### config.mk
export PLATFORM = sky130hd
export DESIGN_NAME = sparse_dot_engine
export DESIGN_NICKNAME = d
export VERILOG_FILES = /design/src/rtl/sdot_pkg.sv /design/src/rtl/sdot_gather.sv /design/src/rtl/sdot_mul_sum.sv /design/src/rtl/sdot_ctrl.sv /design/src/rtl/sparse_dot_engine.sv
export SDC_FILE = /design/constraint.sdc
export NUM_CORES = 1
export LEC_CHECK = 0
export BUFFER_PORTS_ARGS = -buffer_cell sky130_fd_sc_hd__buf_2
export CORE_UTILIZATION = 52
export CTS_CLUSTER_DIAMETER = 120
export DETAILED_ROUTE_END_ITERATION = 7
export GPL_TIMING_DRIVEN = 0
export PLACE_DENSITY = 0.72
export SLEW_MARGIN = 20
export SYNTH_ARGS = -nofsm -noshare
export SYNTH_HDL_FRONTEND = slang
export SYNTH_SLANG_ARGS = --single-unit
### constraint.sdc
create_clock -name clk -period 13.1 [get_ports clk]
set_clock_uncertainty 0.2 [all_clocks]
set_input_delay 0.655 -clock clk [delete_from_list [all_inputs] [get_ports clk]]
set_output_delay 0.655 -clock clk [all_outputs]
set_load 0.01 [all_outputs]
### src/rtl/sdot_pkg.sv
package sdot_pkg;
    localparam int SD_DW    = 8;
    localparam int SD_AW    = 32;
    localparam int SD_GRP   = 4;
    localparam int SD_KEEP  = 2;
    localparam int SD_CNT_W = 17;

    typedef enum logic [1:0] {
        ACC_HOLD = 2'd0,
        ACC_ZERO = 2'd1,
        ACC_ADD  = 2'd2
    } acc_act_e;
endpackage

### src/rtl/sdot_gather.sv
module sdot_gather #(
    parameter int DW    = 8,
    parameter int GRP   = 4,
    parameter int KEEP  = 2,
    parameter int IDX_W = $clog2(GRP)
) (
    input  logic [GRP*DW-1:0]    dense_i,
    input  logic [KEEP*IDX_W-1:0] idx_i,
    output logic [KEEP*DW-1:0]   sel_o
);
    for (genvar k = 0; k < KEEP; k++) begin : g_lane
        always_comb begin
            sel_o[k*DW +: DW] = '0;
            for (int j = 0; j < GRP; j++) begin
                if (idx_i[k*IDX_W +: IDX_W] == IDX_W'(j))
                    sel_o[k*DW +: DW] = dense_i[j*DW +: DW];
            end
        end
    end
endmodule

### src/rtl/sdot_mul_sum.sv
module sdot_mul_sum #(
    parameter int DW    = 8,
    parameter int KEEP  = 2,
    parameter int SUM_W = 2*DW + $clog2(KEEP)
) (
    input  logic [KEEP*DW-1:0]      val_i,
    input  logic [KEEP*DW-1:0]      sel_i,
    output logic signed [SUM_W-1:0] sum_o
);
    localparam int PW = 2*DW;

    logic signed [PW-1:0] prod [KEEP];

    for (genvar k = 0; k < KEEP; k++) begin : g_mul
        assign prod[k] = $signed(val_i[k*DW +: DW]) * $signed(sel_i[k*DW +: DW]);
    end

    always_comb begin
        sum_o = '0;
        for (int k = 0; k < KEEP; k++)
            sum_o = sum_o + {{(SUM_W-PW){prod[k][PW-1]}}, prod[k]};
    end
endmodule

### src/rtl/sdot_ctrl.sv
module sdot_ctrl
    import sdot_pkg::*;
#(
    parameter int CNT_W = 17
) (
    input  logic             clk,
    input  logic             rst,
    input  logic             start_i,
    input  logic             clear_i,
    input  logic             valid_i,
    input  logic [CNT_W-1:0] cnt_i,
    output logic             busy_o,
    output logic             done_o,
    output acc_act_e         act_o
);
    logic [CNT_W-1:0] remain_q;
    logic             start_go;
    logic             accept;
    logic             last;

    assign start_go = start_i && (cnt_i != '0);
    assign accept   = busy_o && valid_i && !clear_i && !start_go;
    assign last     = accept && (remain_q == CNT_W'(1));

    always_comb begin
        if (clear_i || start_go) act_o = ACC_ZERO;
        else if (accept)         act_o = ACC_ADD;
        else                     act_o = ACC_HOLD;
    end

    always_ff @(posedge clk) begin
        if (rst) begin
            busy_o   <= 1'b0;
            done_o   <= 1'b0;
            remain_q <= '0;
        end else begin
            done_o <= 1'b0;
            if (clear_i) begin
                busy_o   <= 1'b0;
                remain_q <= '0;
            end else if (start_go) begin
                busy_o   <= 1'b1;
                remain_q <= cnt_i;
            end else if (accept) begin
                remain_q <= remain_q - CNT_W'(1);
                if (last) begin
                    busy_o <= 1'b0;
                    done_o <= 1'b1;
                end
            end
        end
    end
endmodule

### src/rtl/sparse_dot_engine.sv
module sparse_dot_engine
    import sdot_pkg::*;
#(
    parameter int DW    = SD_DW,
    parameter int AW    = SD_AW,
    parameter int GRP   = SD_GRP,
    parameter int KEEP  = SD_KEEP,
    parameter int CNT_W = SD_CNT_W
) (
    input  logic                          clk,
    input  logic                          rst,
    input  logic                          start_i,
    input  logic [CNT_W-1:0]              group_cnt_i,
    input  logic                          clear_i,
    input  logic                          grp_valid_i,
    input  logic [KEEP*DW-1:0]            sval_i,
    input  logic [KEEP*$clog2(GRP)-1:0]   sidx_i,
    input  logic [GRP*DW-1:0]             dense_i,
    output logic                          busy_o,
    output logic                          done_o,
    output logic [AW-1:0]                 result_o
);
    localparam int IDX_W = $clog2(GRP);
    localparam int SUM_W = 2*DW + $clog2(KEEP);

    logic [KEEP*DW-1:0]      sel;
    logic signed [SUM_W-1:0] grp_sum;
    acc_act_e                act;
    logic [AW-1:0]           acc_q;

    sdot_gather #(.DW(DW), .GRP(GRP), .KEEP(KEEP), .IDX_W(IDX_W)) u_gather (
        .dense_i (dense_i),
        .idx_i   (sidx_i),
        .sel_o   (sel)
    );

    sdot_mul_sum #(.DW(DW), .KEEP(KEEP), .SUM_W(SUM_W)) u_mul (
        .val_i (sval_i),
        .sel_i (sel),
        .sum_o (grp_sum)
    );

    sdot_ctrl #(.CNT_W(CNT_W)) u_ctrl (
        .clk     (clk),
        .rst     (rst),
        .start_i (start_i),
        .clear_i (clear_i),
        .valid_i (grp_valid_i),
        .cnt_i   (group_cnt_i),
        .busy_o  (busy_o),
        .done_o  (done_o),
        .act_o   (act)
    );

    always_ff @(posedge clk) begin
        if (rst) begin
            acc_q <= '0;
        end else begin
            unique case (act)
                ACC_ZERO: acc_q <= '0;
                ACC_ADD:  acc_q <= acc_q + {{(AW-SUM_W){grp_sum[SUM_W-1]}}, grp_sum};
                default:  acc_q <= acc_q;
            endcase
        end
    end

    assign result_o = acc_q;
endmodule

==> results of run 1 <==
==> layout make-up <==
cell class / instances / area [um2]
Multi-Input combinational cell: 776 / 7510
Fill cell: 1598 / 7130
Sequential cell: 51 / 1020
Inverter: 175 / 657
Timing Repair Buffer: 104 / 527
Tap cell: 225 / 282
Clock buffer: 5 / 125
Buffer: 20 / 75.1
Clock inverter: 2 / 37.5
==> worst max-delay path by stage <==
stage / to
after floorplan: result_o[27]
after global placement: result_o[31]
after detailed placement: result_o[31]
after CTS: result_o[31]
after global routing: result_o[31]
final: result_o[31]
==> kinds of logic after synthesis <==
| family | after synthesis | share of synthesized area |
|---|---|---|
| AOI/OAI and AO/OA | 165 | 0.121 |
| DFF | 51 | 0.110 |
| and+or+nand+nor | 303 | 0.166 |
| xor gates and xnor gates | 58 | 0.0549 |
| adders and majority gates | 231 | 0.429 |
| buffers and inverters | 195 | 0.0791 |
| muxes | 19 | 0.0399 |
==> worst min-delay path, delay by kind of cell (launching register included) <==
family | cells | cell delay (ns)
compound gates | 2 | 0.13
flops | 1 | 0.32
==> stage by stage <==
step	setup slack (ns)	hold WS [ns]	instances	utilization
6_report	3.18	0.285	1358	0.589
5_1_grt	2.47	0.325	1358	0.589
4_1_cts	3.22	0.287	1358	0.589
3_5_place_dp	2.94	0.276	1351	0.580
3_3_place_gp	2.15	0.265	1350	0.579
2_1_floorplan	3.63	0.266	1022	-
==> cell usage in the layout (no fill, tap or decap), drive strengths merged, types with 5 or more instances in the layout <==
cell	count
a22oi	13
o21ai	29
dfxtp	51
nand3	10
nor2	76
and2	76
a21o	11
ha	87
nand2b	7
o21bai	7
fa	144
clkbuf	24
nand4	5
xor2	13
inv	175
o21a	10
nor2b	8
mux4	14
or2	8
a211oi	13
nor3	14
nand2	69
buf	105
xnor2	45
or3	8
a21oi	43
a22o	11
nor4	8
==> registers in the layout, indices dropped and copies added, names as in the netlist <==
name	count
result_o	32
u_ctrl.done_o	1
u_ctrl.busy_o	1
u_ctrl.remain_q	17
==> routing by layer <==
metal / GRT usage / vias to the layer above / wire length, um
met5: 0 / - / 0
met4: 0.0431 / 0 / 298
met3: 0.0251 / 25 / 751
met2: 0.387 / 147 / 9810
met1: 0.327 / 3673 / 9330
li1: - / 3580 / -
==> impl_metrics.json, run 1 <==
{
  "status": "finished clean",
  "postRouteAntennaNets": 0,
  "htree_levels": 2,
  "period_share": 0.757,
  "wirelength_mm": 20.2,
  "die_w_um": 135,
  "start_util": 0.533,
  "grt_pass1_vias": 7238,
  "die-height_um": 135,
  "viasPerCell": 5.47,
  "core_mm2": 0.0174,
  "rows": 48,
  "r2r_start": "result_o[0]",
  "rsz0062_at_grt": "no",
  "synth_area_mm2": 0.00925,
  "syn_avg_cell_area_um2": 9.05,
  "crit_start": "sidx_i[0]",
  "place_hpwl_mm": 17.2,
  "cts_tree": "yes",
  "globalplace.congestion": 0.864,
  "cp_slowest_stage_delay_ns": 0.66,
  "drt_iter0_markers": 384,
  "relSlewSlack": 0.434,
  "async_flop_share": 0,
  "cts.sinks": 51,
  "yosys.area.top_type": "fa_1",
  "worstSetupPathType": "input port to flop",
  "cts-root-buf": "clkbuf_16",
  "antennaDiodeCount": 0,
  "synthDistinctLibCells": 56,
  "cts_buffer_depth": 2,
  "drive_gt1_frac": 0.127,
  "via_count": 7425,
  "final_cell_area_mm2": 0.0102,
  "drt_drc_violations_left": 0,
  "cts_setup_buffers": 0,
  "synth-main-ff-cell": "dfxtp_1",
  "hold_path.class": "flop to flop",
  "die_area_mm2": 0.0183,
  "io_pins": 108,
  "cp_slowest_cell": "o21ai_1",
  "r2r_cells": 13,
  "yosys_warnings": 0,
  "worst_hold_path.num_cells": 2,
  "nNetsFinal": 1438,
  "synth_common_cells": "inv_1 (175), fa_1 (144), ha_1 (87)",
  "yosysMostFrequentCell": "inv_1",
  "port_buffers": 103,
  "critPathBufInv": 5,
  "fin_setup_tns_ns": 0,
  "fmax_ghz": 0.101,
  "cp-end-kind": "flop",
  "wire_per_inst_um": 14.9,
  "worstPathMaxFanout": 10,
  "finalSetupViolCount": 0,
  "finalHoldViolCount": 0,
  "hold_path_end": "result_o[31]",
  "netlist_instances": 1022,
  "rrSetupSlack_ns": 9.84,
  "path_depth": 33,
  "worstPathArrival_ns": 9.94,
  "area_growth_syn_to_layout_pct": 10.6,
  "syn_nets": 1327,
  "synth_seq_cells": 51,
  "drtPass1Iterations": 6,
  "reg2reg_to": "result_o[30]",
  "crit_family": "adder cells",
  "yosysSeqAreaShare": 0.110,
  "synth_top_area_share": 0.312,
  "grt_start_max_net_pins": 16,
  "numCtsBuffers": 5,
  "synth_edf_count": 0,
  "clock_latency_ns": 0.29,
  "crit_path_frequent_cell": "fa_1",
  "antenna_found_initial": 0,
  "start_kind": "input port",
  "finalWorstPathRequiredPeriod_ns": 9.92,
  "ys_top_cells_by_area": "fa_1 (31%), ha_1 (12%), dfxtp_1 (11%)",
  "cp.required_ns": 13.12,
  "grt_pass1_wl_mm": 34.1,
  "placed_area_mm2": 0.0101,
  "cts.clk_slew.worst_paths_ns": 0.06,
  "grt_util_all_layers": 0.232,
  "hp-start": "result_o[31]",
  "tightest_slew_ns": 0.844,
  "cts_resized": 0,
  "grt-ovfl-total": 0,
  "maxCapViolCount": 0,
  "cts_hold_buf": 0,
  "final_max_slew_viol_count": 0
}
Power of run 1 is left out: the tool's default activity adds up to more than one toggle a clock period on the data nets, which glitch-free logic cannot reach.
==> run 2: changes to the inputs <==
clock period = 9.73 ns   (was 13.1 ns; I/O delays follow)
==> run 2 against run 1 <==
Effect of this change:
- worst hold slack got worse by 0.014 ns
- worst setup slack got worse by 2.6 ns
- global-route usage did not move
- via count rose by 0.31%
- critical path depth did not move
- largest cell class unchanged
==> impl_metrics.json, run 2 (same netlist as run 1, synthesis figures left out) <==
{
  "wire_per_inst_um": 14.9,
  "maxCapViolCount": 0,
  "period_share": 0.942,
  "crit_path_frequent_cell": "fa_1",
  "postRouteAntennaNets": 0,
  "antenna_found_initial": 0,
  "r2r_start": "result_o[0]",
  "grt_pass1_vias": 7238,
  "cts_tree": "yes",
  "finalSetupViolCount": 0,
  "grt_util_all_layers": 0.232,
  "worst_hold_path.num_cells": 3,
  "hold_path_end": "u_ctrl.remain_q[15]",
  "clock_latency_ns": 0.29,
  "die_area_mm2": 0.0183,
  "port_buffers": 103,
  "grt_pass1_wl_mm": 34.1,
  "cts-root-buf": "clkbuf_16",
  "largest_reg_flops": 32,
  "worstPathMaxFanout": 10,
  "hp-start": "group_cnt_i[15]",
  "r2r_cells": 13,
  "die-height_um": 135,
  "reg2reg_to": "result_o[30]",
  "grt-ovfl-total": 0,
  "nNetsFinal": 1438,
  "tightest_slew_ns": 0.789,
  "cp.required_ns": 9.75,
  "die_w_um": 135,
  "rsz0062_at_grt": "no",
  "place_hpwl_mm": 17.2,
  "cp-end-kind": "flop",
  "via_count": 7448,
  "cts_buffer_depth": 2,
  "wirelength_mm": 20.2,
  "layout.cells.most_common": "inv_1",
  "final_max_slew_viol_count": 0,
  "cts.clk_slew.worst_paths_ns": 0.07,
  "drive_gt1_frac": 0.133,
  "drt_iter0_markers": 426,
  "hold_path.class": "input port to flop",
  "finalHoldViolCount": 0,
  "rrSetupSlack_ns": 6.46,
  "drt_drc_violations_left": 0,
  "cts.sinks": 51,
  "final_cell_mix": "inv_1 (175), fa_1 (144), buf_2 (104)",
  "antennaDiodeCount": 0,
  "fin_cells": 1358,
  "drtPass1Iterations": 5,
  "viasPerCell": 5.48,
  "status": "finished clean",
  "worstPathArrival_ns": 9.19,
  "start_util": 0.533,
  "worstSetupPathType": "input port to flop",
  "globalplace.congestion": 0.864,
  "start_kind": "input port",
  "numCtsBuffers": 5,
  "fillCellCount": 1595,
  "area_growth_syn_to_layout_pct": 11.0,
  "htree_levels": 2,
  "cp_slowest_cell": "mux4_2",
  "io_pins": 108,
  "cp_slowest_stage_delay_ns": 0.67,
  "cts_hold_buf": 0,
  "core_mm2": 0.0174,
  "finalWorstPathRequiredPeriod_ns": 9.16,
  "dpl.cell_count": 1351,
  "rows": 48,
  "grt_start_max_net_pins": 16,
  "fmax_ghz": 0.109,
  "crit_start": "sidx_i[0]",
  "relSlewSlack": 0.468
}
## run 2: final cells by class
class	instances	area, um2	area share
Multi-Input combinational cell	776	7550	0.735
Sequential cell	51	1020	0.0994
Inverter	175	657	0.0639
Timing Repair Buffer	104	527	0.0513
Tap cell	225	282	0.0274
Clock buffer	5	125	0.0122
Buffer	20	77.6	0.00755
Clock inverter	2	37.5	0.00365
## run 2: metal layers
metal	vias to the layer above	wire, um	GRT usage
met3	22	763	0.0251
met1	3693	9330	0.327
li1	3581	-	-
met2	152	9840	0.387
met5	-	0	0
met4	0	290	0.0431
## run 2: what timing repair did
item | 4_1_cts | 5_1_grt
setup endpoints to repair | 0 | 7
gates resized for setup | 0 | 13
setup buffers | 0 | 0
hold endpoints to repair | 0 | 0
## run 2: how the worst max path moves through the flow
stage / to / slack, ns / depth (start not counted)
finish: result_o[31] / 0.57 / 33
global route: result_o[31] / 0.05 / 33
CTS: result_o[31] / 0.02 / 33
detailed placement: result_o[31] / -0.26 / 33
global placement: result_o[31] / -1.05 / 32
floorplan: result_o[27] / 0.43 / 32
## run 2: critical path, delay by kind of cell
family | cells | cell delay [ns]
adders and majority gates | 8 | 3.60
AOI/OAI and AO/OA | 11 | 2.48
and+or+nand+nor | 5 | 0.95
muxes | 1 | 0.67
buffers and inverters | 6 | 0.65
xor gates and xnor gates | 2 | 0.31
## run 2: per-stage QoR
stage	utilization	hold WS, ns	area, um2	setup WS, ns	TNS, ns
detailed placement	0.580	0.276	10100	-0.264	-0.537
CTS	0.589	0.267	10200	0.0195	0
floorplan	-	0.266	9250	0.427	0
global route	0.592	0.285	10300	0.0478	0
global placement	0.579	0.265	10000	-1.05	-6.44
finish	0.592	0.270	10300	0.569	0
Power of run 2 is left out for the same reason.
==> run 3: changes to the inputs <==
SYNTH_HIERARCHICAL = 1   (was default)
==> run 3 against run 2 <==
Effect of this change:
- cell count grew 2.7%
- critical endpoint unchanged
- flip-flop and latch count is the same
- maximum frequency up 5.2%
- wire length up 1.6%
- design area is 2.3% higher
- worst hold slack barely moved
==> impl_metrics.json, run 3 <==
{
  "wire_per_inst_um": 14.7,
  "clock_latency_ns": 0.30,
  "hold_path.class": "input port to flop",
  "cp.required_ns": 9.72,
  "syn_avg_cell_area_um2": 9.06,
  "grt_util_all_layers": 0.233,
  "synth_common_cells": "inv_1 (198), fa_1 (144), ha_1 (87)",
  "synth_seq_cells": 51,
  "worstPathMaxFanout": 9,
  "ys_top_cells_by_area": "fa_1 (30%), ha_1 (11%), dfxtp_1 (11%)",
  "async_flop_share": 0,
  "worstSetupPathType": "input port to flop",
  "finalWorstPathRequiredPeriod_ns": 8.71,
  "final_max_slew_viol_count": 0,
  "synth_compound_area_frac": 0.127,
  "cp-end-kind": "flop",
  "hold_path_end": "u_ctrl/remain_q[1]",
  "relSlewSlack": 0.600,
  "viasPerCell": 5.39,
  "cts_setup_buffers": 0,
  "synth_top_family_by_area": "adder cells",
  "io_pins": 108,
  "place_hpwl_mm": 17.5,
  "dpl.cell_count": 1386,
  "rrSetupSlack_ns": 6.24,
  "hp-start": "group_cnt_i[1]",
  "yosys.area.top_type": "fa_1",
  "muxShareOfSynthArea": 0.0421,
  "yosys_warnings": 6,
  "grt-ovfl-total": 0,
  "final_cell_mix": "inv_1 (198), fa_1 (144), buf_2 (106)",
  "antennaDiodeCount": 0,
  "antenna_found_initial": 0,
  "grt_pass1_wl_mm": 35.0,
  "synthDistinctLibCells": 73,
  "area_growth_syn_to_layout_pct": 10.1,
  "synth_edf_count": 0,
  "preCtsSetupSlack_ns": 0.703,
  "crit_family": "adder cells",
  "wirelength_mm": 20.5,
  "netlist_instances": 1053,
  "cp_slowest_cell": "mux4_2",
  "cts.clk_slew.worst_paths_ns": 0.07,
  "syn_nets": 1358,
  "yosysSeqAreaShare": 0.107,
  "largest_reg_flops": 32,
  "globalplace.congestion": 0.874,
  "numCtsBuffers": 5,
  "path_depth": 30,
  "cp_slowest_stage_delay_ns": 0.59,
  "synth-simple-area-share": 0.157,
  "finalSetupViolCount": 0,
  "grt_pass1_vias": 7476,
  "maxCapViolCount": 0,
  "nNetsFinal": 1469,
  "htree_levels": 2,
  "core_mm2": 0.0180,
  "cts_buffer_depth": 2,
  "yosysMostFrequentCell": "inv_1",
  "cts_hold_buf": 0,
  "synth-main-ff-cell": "dfxtp_1",
  "cts_tree": "yes",
  "synth_area_mm2": 0.00954,
  "status": "finished clean",
  "die_area_mm2": 0.0189,
  "start_kind": "input port",
  "worstPathArrival_ns": 8.69,
  "via_count": 7512,
  "die-height_um": 137,
  "reg2reg_to": "result_o[30]",
  "synth_xor_area_frac": 0.0587,
  "cts-root-buf": "clkbuf_16",
  "layout.cells.most_common": "inv_1",
  "postRouteAntennaNets": 0,
  "crit_path_frequent_cell": "fa_1",
  "period_share": 0.895,
  "drive_gt1_frac": 0.138,
  "fillCellCount": 1630,
  "start_util": 0.531,
  "worst_hold_path.num_cells": 3,
  "grt_start_max_net_pins": 16,
  "critPathBufInv": 7,
  "cts_resized": 0,
  "synth_fa_ha_area_frac": 0.416,
  "synth_top_area_share": 0.302,
  "tightest_slew_ns": 0.598,
  "port_buffers": 103,
  "fmax_ghz": 0.115,
  "drt_iter0_markers": 455,
  "fin_ws_ns": 1.02,
  "drtPass1Iterations": 4,
  "cts.sinks": 51,
  "fin_cells": 1394,
  "die_w_um": 137,
  "rsz0062_at_grt": "no",
  "rows": 49,
  "drt_drc_violations_left": 0,
  "r2r_cells": 13,
  "r2r_start": "result_o[0]",
  "finalHoldViolCount": 0
}
==> run 3: per-stage QoR <==
stage	setup TNS [ns]	utilization	hold WS (ns)	instance area (um2)
2_1_floorplan	0	-	0.298	9540
3_3_place_gp	-0.0247	0.576	0.268	10300
3_5_place_dp	0	0.577	0.276	10400
4_1_cts	0	0.585	0.272	10500
5_1_grt	0	0.585	0.270	10500
6_report	0	0.585	0.270	10500
==> run 3: cells by family after synthesis <==
| family | count (synthesis) |
|---|---|
| compound gates | 174 |
| xor+xnor | 64 |
| fa+ha+maj | 231 |
| buf+inv | 224 |
| flops | 51 |
| mux | 20 |
| simple gates | 289 |
==> run 3: area by class of cell <==
| class | instances | area (um2) | area share |
|---|---|---|---|
| Tap cell | 229 | 287 | 0.0273 |
| Clock inverter | 2 | 12.5 | 0.00119 |
| Inverter | 199 | 747 | 0.0711 |
| Clock buffer | 6 | 129 | 0.0123 |
| Buffer | 25 | 133 | 0.0126 |
| Timing Repair Buffer | 104 | 527 | 0.0501 |
| Multi-Input combinational cell | 778 | 7650 | 0.728 |
| Sequential cell | 51 | 1020 | 0.0972 |
==> run 3: worst max path at each step <==
stage	to	start
detailed placement	result_o[31]	sidx_i[2]
global placement	result_o[31]	sidx_i[0]
global route	result_o[31]	sidx_i[0]
finish	result_o[31]	sidx_i[2]
CTS	result_o[31]	sidx_i[2]
floorplan	result_o[31]	sidx_i[0]
==> run 3: metal layers <==
| metal | part of all wire | track usage |
|---|---|---|
| met1 | 0.46 | 0.335 |
| met2 | 0.50 | 0.384 |
| met3 | 0.033 | 0.0235 |
| met4 | 0.0086 | 0.0379 |
| met5 | 0 | 0 |
==> run 3: worst min-delay path, stage by stage <==
cell	delay [ns]
buf_2	0.10
nand2_1	0.07
a21oi_1	0.06
Power of run 3 is left out for the same reason.
